==> config.mk <==
export PLATFORM = sky130hd
export DESIGN_NAME = pwrup_ramp_seq
export DESIGN_NICKNAME = d
export VERILOG_FILES = /design/src/rtl/pwrup_seq_pkg.sv /design/src/rtl/step_timer.sv /design/src/rtl/ramp_level.sv /design/src/rtl/seq_fsm.sv /design/src/rtl/pwrup_ramp_seq.sv
export SDC_FILE = /design/constraint.sdc
export NUM_CORES = 1
export LEC_CHECK = 0
export ABC_AREA = 1
export CORE_AREA = 2 2 58 60
export CTS_CLUSTER_DIAMETER = 40
export DETAILED_ROUTE_END_ITERATION = 10
export DIE_AREA = 0 0 60 62
export PLACE_DENSITY = 0.81
export SYNTH_ARGS = -nofsm -noshare
export SYNTH_HDL_FRONTEND = slang
export SYNTH_SLANG_ARGS = --single-unit
export TNS_END_PERCENT = 50
==> constraint.sdc <==
create_clock -name clk -period 2 [get_ports clk]
set_input_delay 0.4 -clock clk [delete_from_list [all_inputs] [get_ports clk]]
set_output_delay 0.4 -clock clk [all_outputs]
set_load 0.05 [all_outputs]
==> src/rtl/pwrup_seq_pkg.sv <==
package pwrup_seq_pkg;

  typedef enum logic [1:0] {
    SEQ_PDOWN = 2'd0,
    SEQ_RISE  = 2'd1,
    SEQ_RUN   = 2'd2,
    SEQ_FALL  = 2'd3
  } seq_state_e;

  function automatic logic is_ramping(input seq_state_e s);
    return (s == SEQ_RISE) || (s == SEQ_FALL);
  endfunction

endpackage

==> src/rtl/step_timer.sv <==
module step_timer #(
  parameter int STEP_DIV = 64
) (
  input  logic clk,
  input  logic rst_n,
  input  logic run_i,
  input  logic restart_i,
  output logic tick_o
);
  localparam int CNT_W = (STEP_DIV > 1) ? $clog2(STEP_DIV) : 1;
  localparam logic [CNT_W-1:0] LAST = CNT_W'(STEP_DIV - 1);

  logic [CNT_W-1:0] cnt_q;
  logic             wrap;

  assign wrap   = (cnt_q == LAST);
  assign tick_o = run_i && wrap;

  always_ff @(posedge clk or negedge rst_n) begin
    if (!rst_n)                 cnt_q <= '0;
    else if (!run_i || restart_i) cnt_q <= '0;
    else if (wrap)              cnt_q <= '0;
    else                        cnt_q <= cnt_q + 1'b1;
  end

  generate
    if (STEP_DIV > 1) begin : g_gap
      assert_tick_gap_R4: assert property (@(posedge clk) disable iff (!rst_n)
        tick_o |=> !tick_o);
    end
  endgenerate

endmodule

==> src/rtl/ramp_level.sv <==
module ramp_level #(
  parameter int CODE_W = 10
) (
  input  logic              clk,
  input  logic              rst_n,
  input  logic              up_i,
  input  logic              dn_i,
  output logic [CODE_W-1:0] level_o,
  output logic              near_top_o,
  output logic              near_bottom_o,
  output logic              empty_o
);
  localparam logic [CODE_W-1:0] MID = CODE_W'(1 << (CODE_W - 1));

  function automatic logic [CODE_W-1:0] next_level(
    input logic [CODE_W-1:0] cur, input logic up, input logic dn);
    if (up && cur < MID)        return cur + 1'b1;
    else if (dn && cur != '0)   return cur - 1'b1;
    else                        return cur;
  endfunction

  logic [CODE_W-1:0] level_q;

  always_ff @(posedge clk or negedge rst_n) begin
    if (!rst_n) level_q <= '0;
    else        level_q <= next_level(level_q, up_i, dn_i);
  end

  assign level_o       = level_q;
  assign near_top_o    = (level_q == MID - 1'b1);
  assign near_bottom_o = (level_q == CODE_W'(1));
  assign empty_o       = (level_q == '0);

  assert_level_bound_R4: assert property (@(posedge clk) disable iff (!rst_n)
    level_q <= MID);
  assert_unit_step_R4: assert property (@(posedge clk) disable iff (!rst_n)
    !$stable(level_q) |-> (level_q == $past(level_q) + 1'b1) ||
                          (level_q == $past(level_q) - 1'b1));

endmodule

==> src/rtl/seq_fsm.sv <==
module seq_fsm
  import pwrup_seq_pkg::*;
(
  input  logic       clk,
  input  logic       rst_n,
  input  logic       lock_i,
  input  logic       tick_i,
  input  logic       near_top_i,
  input  logic       near_bottom_i,
  input  logic       empty_i,
  output seq_state_e state_o,
  output logic       ramping_o,
  output logic       restart_o,
  output logic       up_o,
  output logic       dn_o
);
  seq_state_e state_q, state_d;

  always_comb begin
    state_d = state_q;
    unique case (state_q)
      SEQ_PDOWN: if (lock_i) state_d = SEQ_RISE;
      SEQ_RISE: begin
        if (!lock_i)                      state_d = SEQ_FALL;
        else if (tick_i && near_top_i)    state_d = SEQ_RUN;
      end
      SEQ_RUN:   if (!lock_i) state_d = SEQ_FALL;
      SEQ_FALL:  if (empty_i || (tick_i && near_bottom_i)) state_d = SEQ_PDOWN;
      default:   state_d = SEQ_PDOWN;
    endcase
  end

  always_ff @(posedge clk or negedge rst_n) begin
    if (!rst_n) state_q <= SEQ_PDOWN;
    else        state_q <= state_d;
  end

  assign state_o   = state_q;
  assign ramping_o = is_ramping(state_q);
  assign restart_o = (state_d != state_q);
  assign up_o      = (state_q == SEQ_RISE) && tick_i;
  assign dn_o      = (state_q == SEQ_FALL) && tick_i && !empty_i;

  assert_hold_pdown_R2: assert property (@(posedge clk) disable iff (!rst_n)
    (state_q == SEQ_PDOWN && !lock_i) |=> state_q == SEQ_PDOWN);
  assert_leave_pdown_R3: assert property (@(posedge clk) disable iff (!rst_n)
    (state_q == SEQ_PDOWN && lock_i) |=> state_q == SEQ_RISE);
  assert_drop_run_R6: assert property (@(posedge clk) disable iff (!rst_n)
    (state_q == SEQ_RUN && !lock_i) |=> state_q == SEQ_FALL);
  assert_abort_rise_R7: assert property (@(posedge clk) disable iff (!rst_n)
    (state_q == SEQ_RISE && !lock_i) |=> state_q == SEQ_FALL);
  assert_fall_completes_R8: assert property (@(posedge clk) disable iff (!rst_n)
    (state_q == SEQ_FALL && !empty_i && !(tick_i && near_bottom_i)) |=> state_q == SEQ_FALL);

endmodule

==> src/rtl/pwrup_ramp_seq.sv <==
module pwrup_ramp_seq
  import pwrup_seq_pkg::*;
#(
  parameter int CODE_W   = 10,
  parameter int STEP_DIV = 64
) (
  input  logic              clk,
  input  logic              rst_n,
  input  logic              clk_lock_i,
  output logic              clamp_o,
  output logic              pdown_o,
  output logic              audio_en_o,
  output logic [CODE_W-1:0] level_o,
  output logic [1:0]        seq_state_o
);
  localparam logic [CODE_W-1:0] MID = CODE_W'(1 << (CODE_W - 1));

  seq_state_e state;
  logic ramping, restart, tick, step_up, step_dn;
  logic near_top, near_bottom, empty;

  seq_fsm u_fsm (
    .clk(clk), .rst_n(rst_n), .lock_i(clk_lock_i), .tick_i(tick),
    .near_top_i(near_top), .near_bottom_i(near_bottom), .empty_i(empty),
    .state_o(state), .ramping_o(ramping), .restart_o(restart),
    .up_o(step_up), .dn_o(step_dn)
  );

  step_timer #(.STEP_DIV(STEP_DIV)) u_timer (
    .clk(clk), .rst_n(rst_n), .run_i(ramping), .restart_i(restart), .tick_o(tick)
  );

  ramp_level #(.CODE_W(CODE_W)) u_level (
    .clk(clk), .rst_n(rst_n), .up_i(step_up), .dn_i(step_dn), .level_o(level_o),
    .near_top_o(near_top), .near_bottom_o(near_bottom), .empty_o(empty)
  );

  assign clamp_o     = (state == SEQ_PDOWN);
  assign pdown_o     = (state == SEQ_PDOWN);
  assign audio_en_o  = (state == SEQ_RUN);
  assign seq_state_o = state;

  assert_clamp_at_ground_R9: assert property (@(posedge clk) disable iff (!rst_n)
    clamp_o |-> level_o == '0);
  assert_audio_at_mid_R5: assert property (@(posedge clk) disable iff (!rst_n)
    audio_en_o |-> level_o == MID);
  assert_audio_cut_R6: assert property (@(posedge clk) disable iff (!rst_n)
    (audio_en_o && !clk_lock_i) |=> !audio_en_o);

endmodule

Yosys cells after proc, flatten, opt, wreduce, memory -nomap -nowiden:

Index checks and enable logic that the tools add are counted.

* add/sub/neg operators: 3
* order comparisons: 1
* equality and inequality tests: 7
* mux-type cells: 10
* reduce and logical (&&, ||, !) cells: 17

Operator list (number)
* $mux W10: 2
* $mux W6: 2
* $add A10 B1 Y10 const B: 1
* $eq A10 B1 Y1 const B: 1
* $eq A10 B9 Y1 const B: 1
* $logic_not A10 Y1: 1
* $lt A10 B10 Y1 const B: 1
* $mux W2: 5
* $reduce_bool A10 Y1: 1
* $sub A10 B1 Y10 const B: 1
* $logic_and A1 B1 Y1: 8
* $pmux W2 S4: 1
* $add A6 B1 Y6 const B: 1
* $eq A6 B6 Y1 const B: 1
* $eq A2 B2 Y1 const B: 2
* $logic_or A1 B1 Y1: 3
* $eq A2 B1 Y1 const B: 1
* $logic_not A1 Y1: 2
* $logic_not A2 Y1: 1
* $ne A2 B2 Y1: 1
* $reduce_bool A2 Y1: 1

* register bits after elaboration: 18
* input bits: 3
* output and inout port bits: 15

Longest topological paths before layout:

* depth after elaboration: 10
* mapped depth: 10
* gate-level depth less buffers: 10

Cells and area by module:

From an unflattened synthesis, not the netlist that was laid out.

* cell total of the unflattened synthesis: 196
* area total of the unflattened synthesis: 1456.4 sq um

Modules (own cells, without submodules)
* ramp_level: times used 1, cells each 128, area an instance 918.4 sq um, seq. area each 250.2 sq um
* step_timer: times used 1, cells each 34, area an instance 307.8 sq um, seq. area each 150.1 sq um
* seq_fsm: times used 1, cells each 30, area an instance 209.0 sq um, seq. area each 50.0 sq um
* pwrup_ramp_seq: times used 1, cells each 4, area an instance 21.3 sq um, seq. area each 0.0 sq um

Least setup slack after synthesis:

No wires, ideal clock.

* path type: flip-flop to output port
* start point: reg u_fsm.state_q[0], in the netlist u_fsm.state_o[0]
* end point: out pdown_o
* arrival time: 1.859 ns
* required time: 1.600 ns
* slack: -0.259 ns
* stages on the path, launching flop included: 4
* buffers on the path: 2
* cells stage by stage: dfrtp_1 > buf_4 > nor2_1 > buf_4

* cells in the longest elaborated chain, start to end: 1

RTL lines
* from (decl): RTL line seq_fsm.sv:17 `seq_state_e state_q, state_d;`
* from (signal assigned): RTL line seq_fsm.sv:35 `else state_q <= state_d;`
* $logic_not A2 Y1
* to (decl): RTL line pwrup_ramp_seq.sv:11 `output logic pdown_o,`

No other way between the ends.

Final worst setup path:

* start point: reg u_level.level_q[0], in the netlist u_level.level_o[0]
* end point: reg u_level.level_q[2], in the netlist u_level.level_o[2]

* cells in the longest elaborated chain, start to end: 5
* elaborated cells on any way between the ends: 12
* those cells by class: add/sub: 2; order compare: 1; mux: 2; reduce/logical: 7

RTL lines
* from (decl): RTL line ramp_level.sv:22 `logic [CODE_W-1:0] level_q;`
* from (signal assigned): RTL line ramp_level.sv:26 `else level_q <= next_level(level_q, up_i, dn_i);`
* branches (longest 5 deep; another with $sub A10 B1 Y10)

Several ways; the timed one is not identified. The select of a mux whose other input is x is not followed.
A chain may end at the register's enable or synchronous reset.

==> impl_metrics.yaml <==
logic_synthesis:
  synth_top_family_by_area: "simple AND/OR/NAND/NOR gates"
  synth_fa_ha_area_share_pct: 4.29
  ys_seq_area_share_pct: 30.9
  synth_nets: 220
  yosys.area_share.simple_pct: 45.3
  syn_area_sq_um: 1460
  synth-compound-area-share_pct: 1.72
  netlist_instances: 212
  synth_cell_types: 24
  muxShareOfSynthArea_pct: 0
  synth_seq_cells: 18
  avgSynthCellArea_sq_um: 6.88
  yosys_warnings: 0
  synth_xor_area_share_pct: 10.1
final_layout:
  multi_input_area_sq_um: 898
  diodes: 0
  drive_gt1_share_pct: 17.1
  fin_nets: 237
  finalNonFillerCells: 274
  syn2layout_area_growth_pct: 14.4
  ff_latch_area_sq_um: 450
  fillers: 333
cts:
  clk_latency_ns: 0.30
  numCtsBuffers: 3
  postCtsSetupRepairBufs: 0
  clkSinkCount: 18
  cts_tree: "done"
  cts_root_buf: "clkbuf_4"
  h-tree-depth: 1
  cts_resized: 0
  clk_pin_slew_ns: 0.11
  cts.path.max_buffers: 2
  cts_hold_buf: 0
power_and_ir_drop:
  p_leak_nw: 0.874
  irDropWorstVdd_uv: 370
  power.density_nw_per_um2: 745
sta:
  fin_setup_tns_ns: 0
  fmaxAchievable_mhz: 562
  finalHoldViolations: 0
  worst_pin_slew_ns: 0.497
  fin_crit_ns: 1.78
  setup_viol: 0
  period_share_pct: 89.0
  finClkSkew_ns: 0.00412
  hold_slack_ns: 0.423
  finalMaxSlewViolations: 0
  rsz0062_at_grt: "false"
  slew_headroom_pct: 66.8
global_routing:
  grt_use_met1_pct: 23.4
  groute.layer.met2.usage_pct: 33.4
  grt_pass1_vias: 1198
  grt_usage_pct: 18.9
  antenna_found_initial: 0
  grt_pass1_wl_mm: 5.22
  grt-ovfl-total: 0
  grt_max_degree: 19
  grt.busiest_layer: "met2"
  met3_usage_pct: 3.73
die:
  core_area_sq_um: 3180
  die_y_microns: 62
  die_w_microns: 60
  initial_core_util_pct: 45.9
  dieArea_sq_um: 3720
  io_pins: 18
  rows: 21
outcome:
  status: "finished clean"
setup_path:
  cp-start-kind: "flip-flop"
  rr_worst_depth: 10
  crit_fanout: 12
  crit_required_ns: 2.20
  crit_type: "flip-flop to flip-flop"
  endpoint_kind: "flip-flop"
  cp.arrival_ns: 1.98
  r2r_end: "u_level.level_o[2]"
  rrSetupSlack_ns: 0.22
  regToRegStartpoint: "u_level.level_o[0]"
detailed_routing:
  drt-initial-drc-count: 34
  drt_wl_total_mm: 3.10
  drtAntennaViolNets: 0
  drc_errors: 0
  vias_per_cell: 4.81
  post_drt_wl_per_cell_microns: 11.3
  vias: 1318
  drt-pass1-iter-count: 4
place:
  hpwl_mm: 2.35
  place_inst: 270
  port_buffers: 17
  gp_congestion: 0.890
flow_run:
  drv_cap: 0
hold_path:
  hold_path_class: "input pin to async pin"
how the worst max path moves through the flow:
stage / from / end / depth (start not counted)
after CTS: u_fsm.state_o[1] / seq_state_o[1] / 1
after detailed placement: u_level.level_o[0] / u_level.level_o[6] / 10
after floorplan: u_fsm.state_o[0] / pdown_o / 3
after global routing: u_level.level_o[0] / u_level.level_o[8] / 10
after global placement: u_fsm.state_o[1] / seq_state_o[1] / 1
final: u_level.level_o[0] / u_level.level_o[2] / 10
sequential cells by signal, summed over array words and instances, names as in the netlist:
signal           count
u_level.level_o     10
u_timer.cnt_q        6
u_fsm.state_o        2
cell families (layout without fill, tap and decap cells):
kind of cell    Yosys count  after routing
xor+xnor                 16             16
simple gates            147            147
flops                    18             18
compound gates            5              5
fa+ha+maj                 5              5
buf+inv                  21             37
metrics by stage:
stage	instance area, sq um	worst slack [ns]	power [mW]	utilization (%)
after global placement	1630	0.353	1.02	51.3
after floorplan	1460	0.0220	0.844	-
after detailed placement	1630	0.233	1.03	51.3
after CTS	1670	0.00834	1.26	52.4
after global routing	1670	0.0687	1.33	52.5
final	1670	0.220	1.24	52.5
placed cells by master, fill, tap and decap left out, drive strengths merged:
master	instances
nand2	90
nor3	3
a21oi	2
o21ai	3
inv	15
buf	15
dfrtp	18
nor2	36
nand3b	1
clkdlybuf4s50	2
ha	5
xnor2	4
nand3	16
clkbuf	4
dlymetal6s2s	1
or2	1
xor2	12
power breakdown:
| part | internal (mW) | total (mW) | switching, mW | leakage [nW] |
|---|---|---|---|---|
| Sequential | 0.400 | 0.459 | 0.0589 | 0.247 |
| Combinational | 0.197 | 0.556 | 0.359 | 0.607 |
| Clock | 0.111 | 0.228 | 0.117 | 0.0210 |
cells in the mapped netlist:
cell type / count / area share [%]
a21oi_1: 2 / 0.69
nand3_1: 13 / 4.5
nand3_4: 1 / 1.2
ha_1: 5 / 4.3
nand2_2: 5 / 2.1
o21ai_0: 2 / 0.69
nand3b_1: 1 / 0.51
buf_4: 3 / 1.5
buf_6: 3 / 2.3
nor3_4: 1 / 1.1
nand2_1: 85 / 22
xor2_1: 11 / 6.6
dfrtp_1: 18 / 31
inv_1: 12 / 3.1
nor2_1: 31 / 8.0
nand3_2: 2 / 1.4
xor2_2: 1 / 1.1
inv_2: 3 / 0.77
nor2_2: 1 / 0.43
o21ai_1: 1 / 0.34
xnor2_1: 4 / 2.4
or2_2: 1 / 0.43
nor3_1: 2 / 0.69
nor2_4: 4 / 3.1
cell type report:
type,count,area share [%]
Tap cell,46,3.45
Clock buffer,4,2.17
Inverter,15,3.37
Sequential cell,18,27.0
Timing Repair Buffer,18,10.2
Multi-Input combinational cell,173,53.8
critical path, cell delays in order (launching register included):
cell	delay [ns]
dfrtp_1	0.50
inv_1	0.18
ha_1	0.23
nand2_1	0.08
nor2_1	0.05
nand2_1	0.07
nand3_2	0.08
nand2_2	0.24
inv_2	0.12
nand2_1	0.07
nand2_1	0.06
metal layers:
metal | share of wire [%] | vias up
met3 | 4.6 | 6
met4 | 1.2 | 0
met5 | 0 | -
met2 | 50 | 34
met1 | 44 | 597
li1 | - | 681
Power figures use the tool's default switching activity.
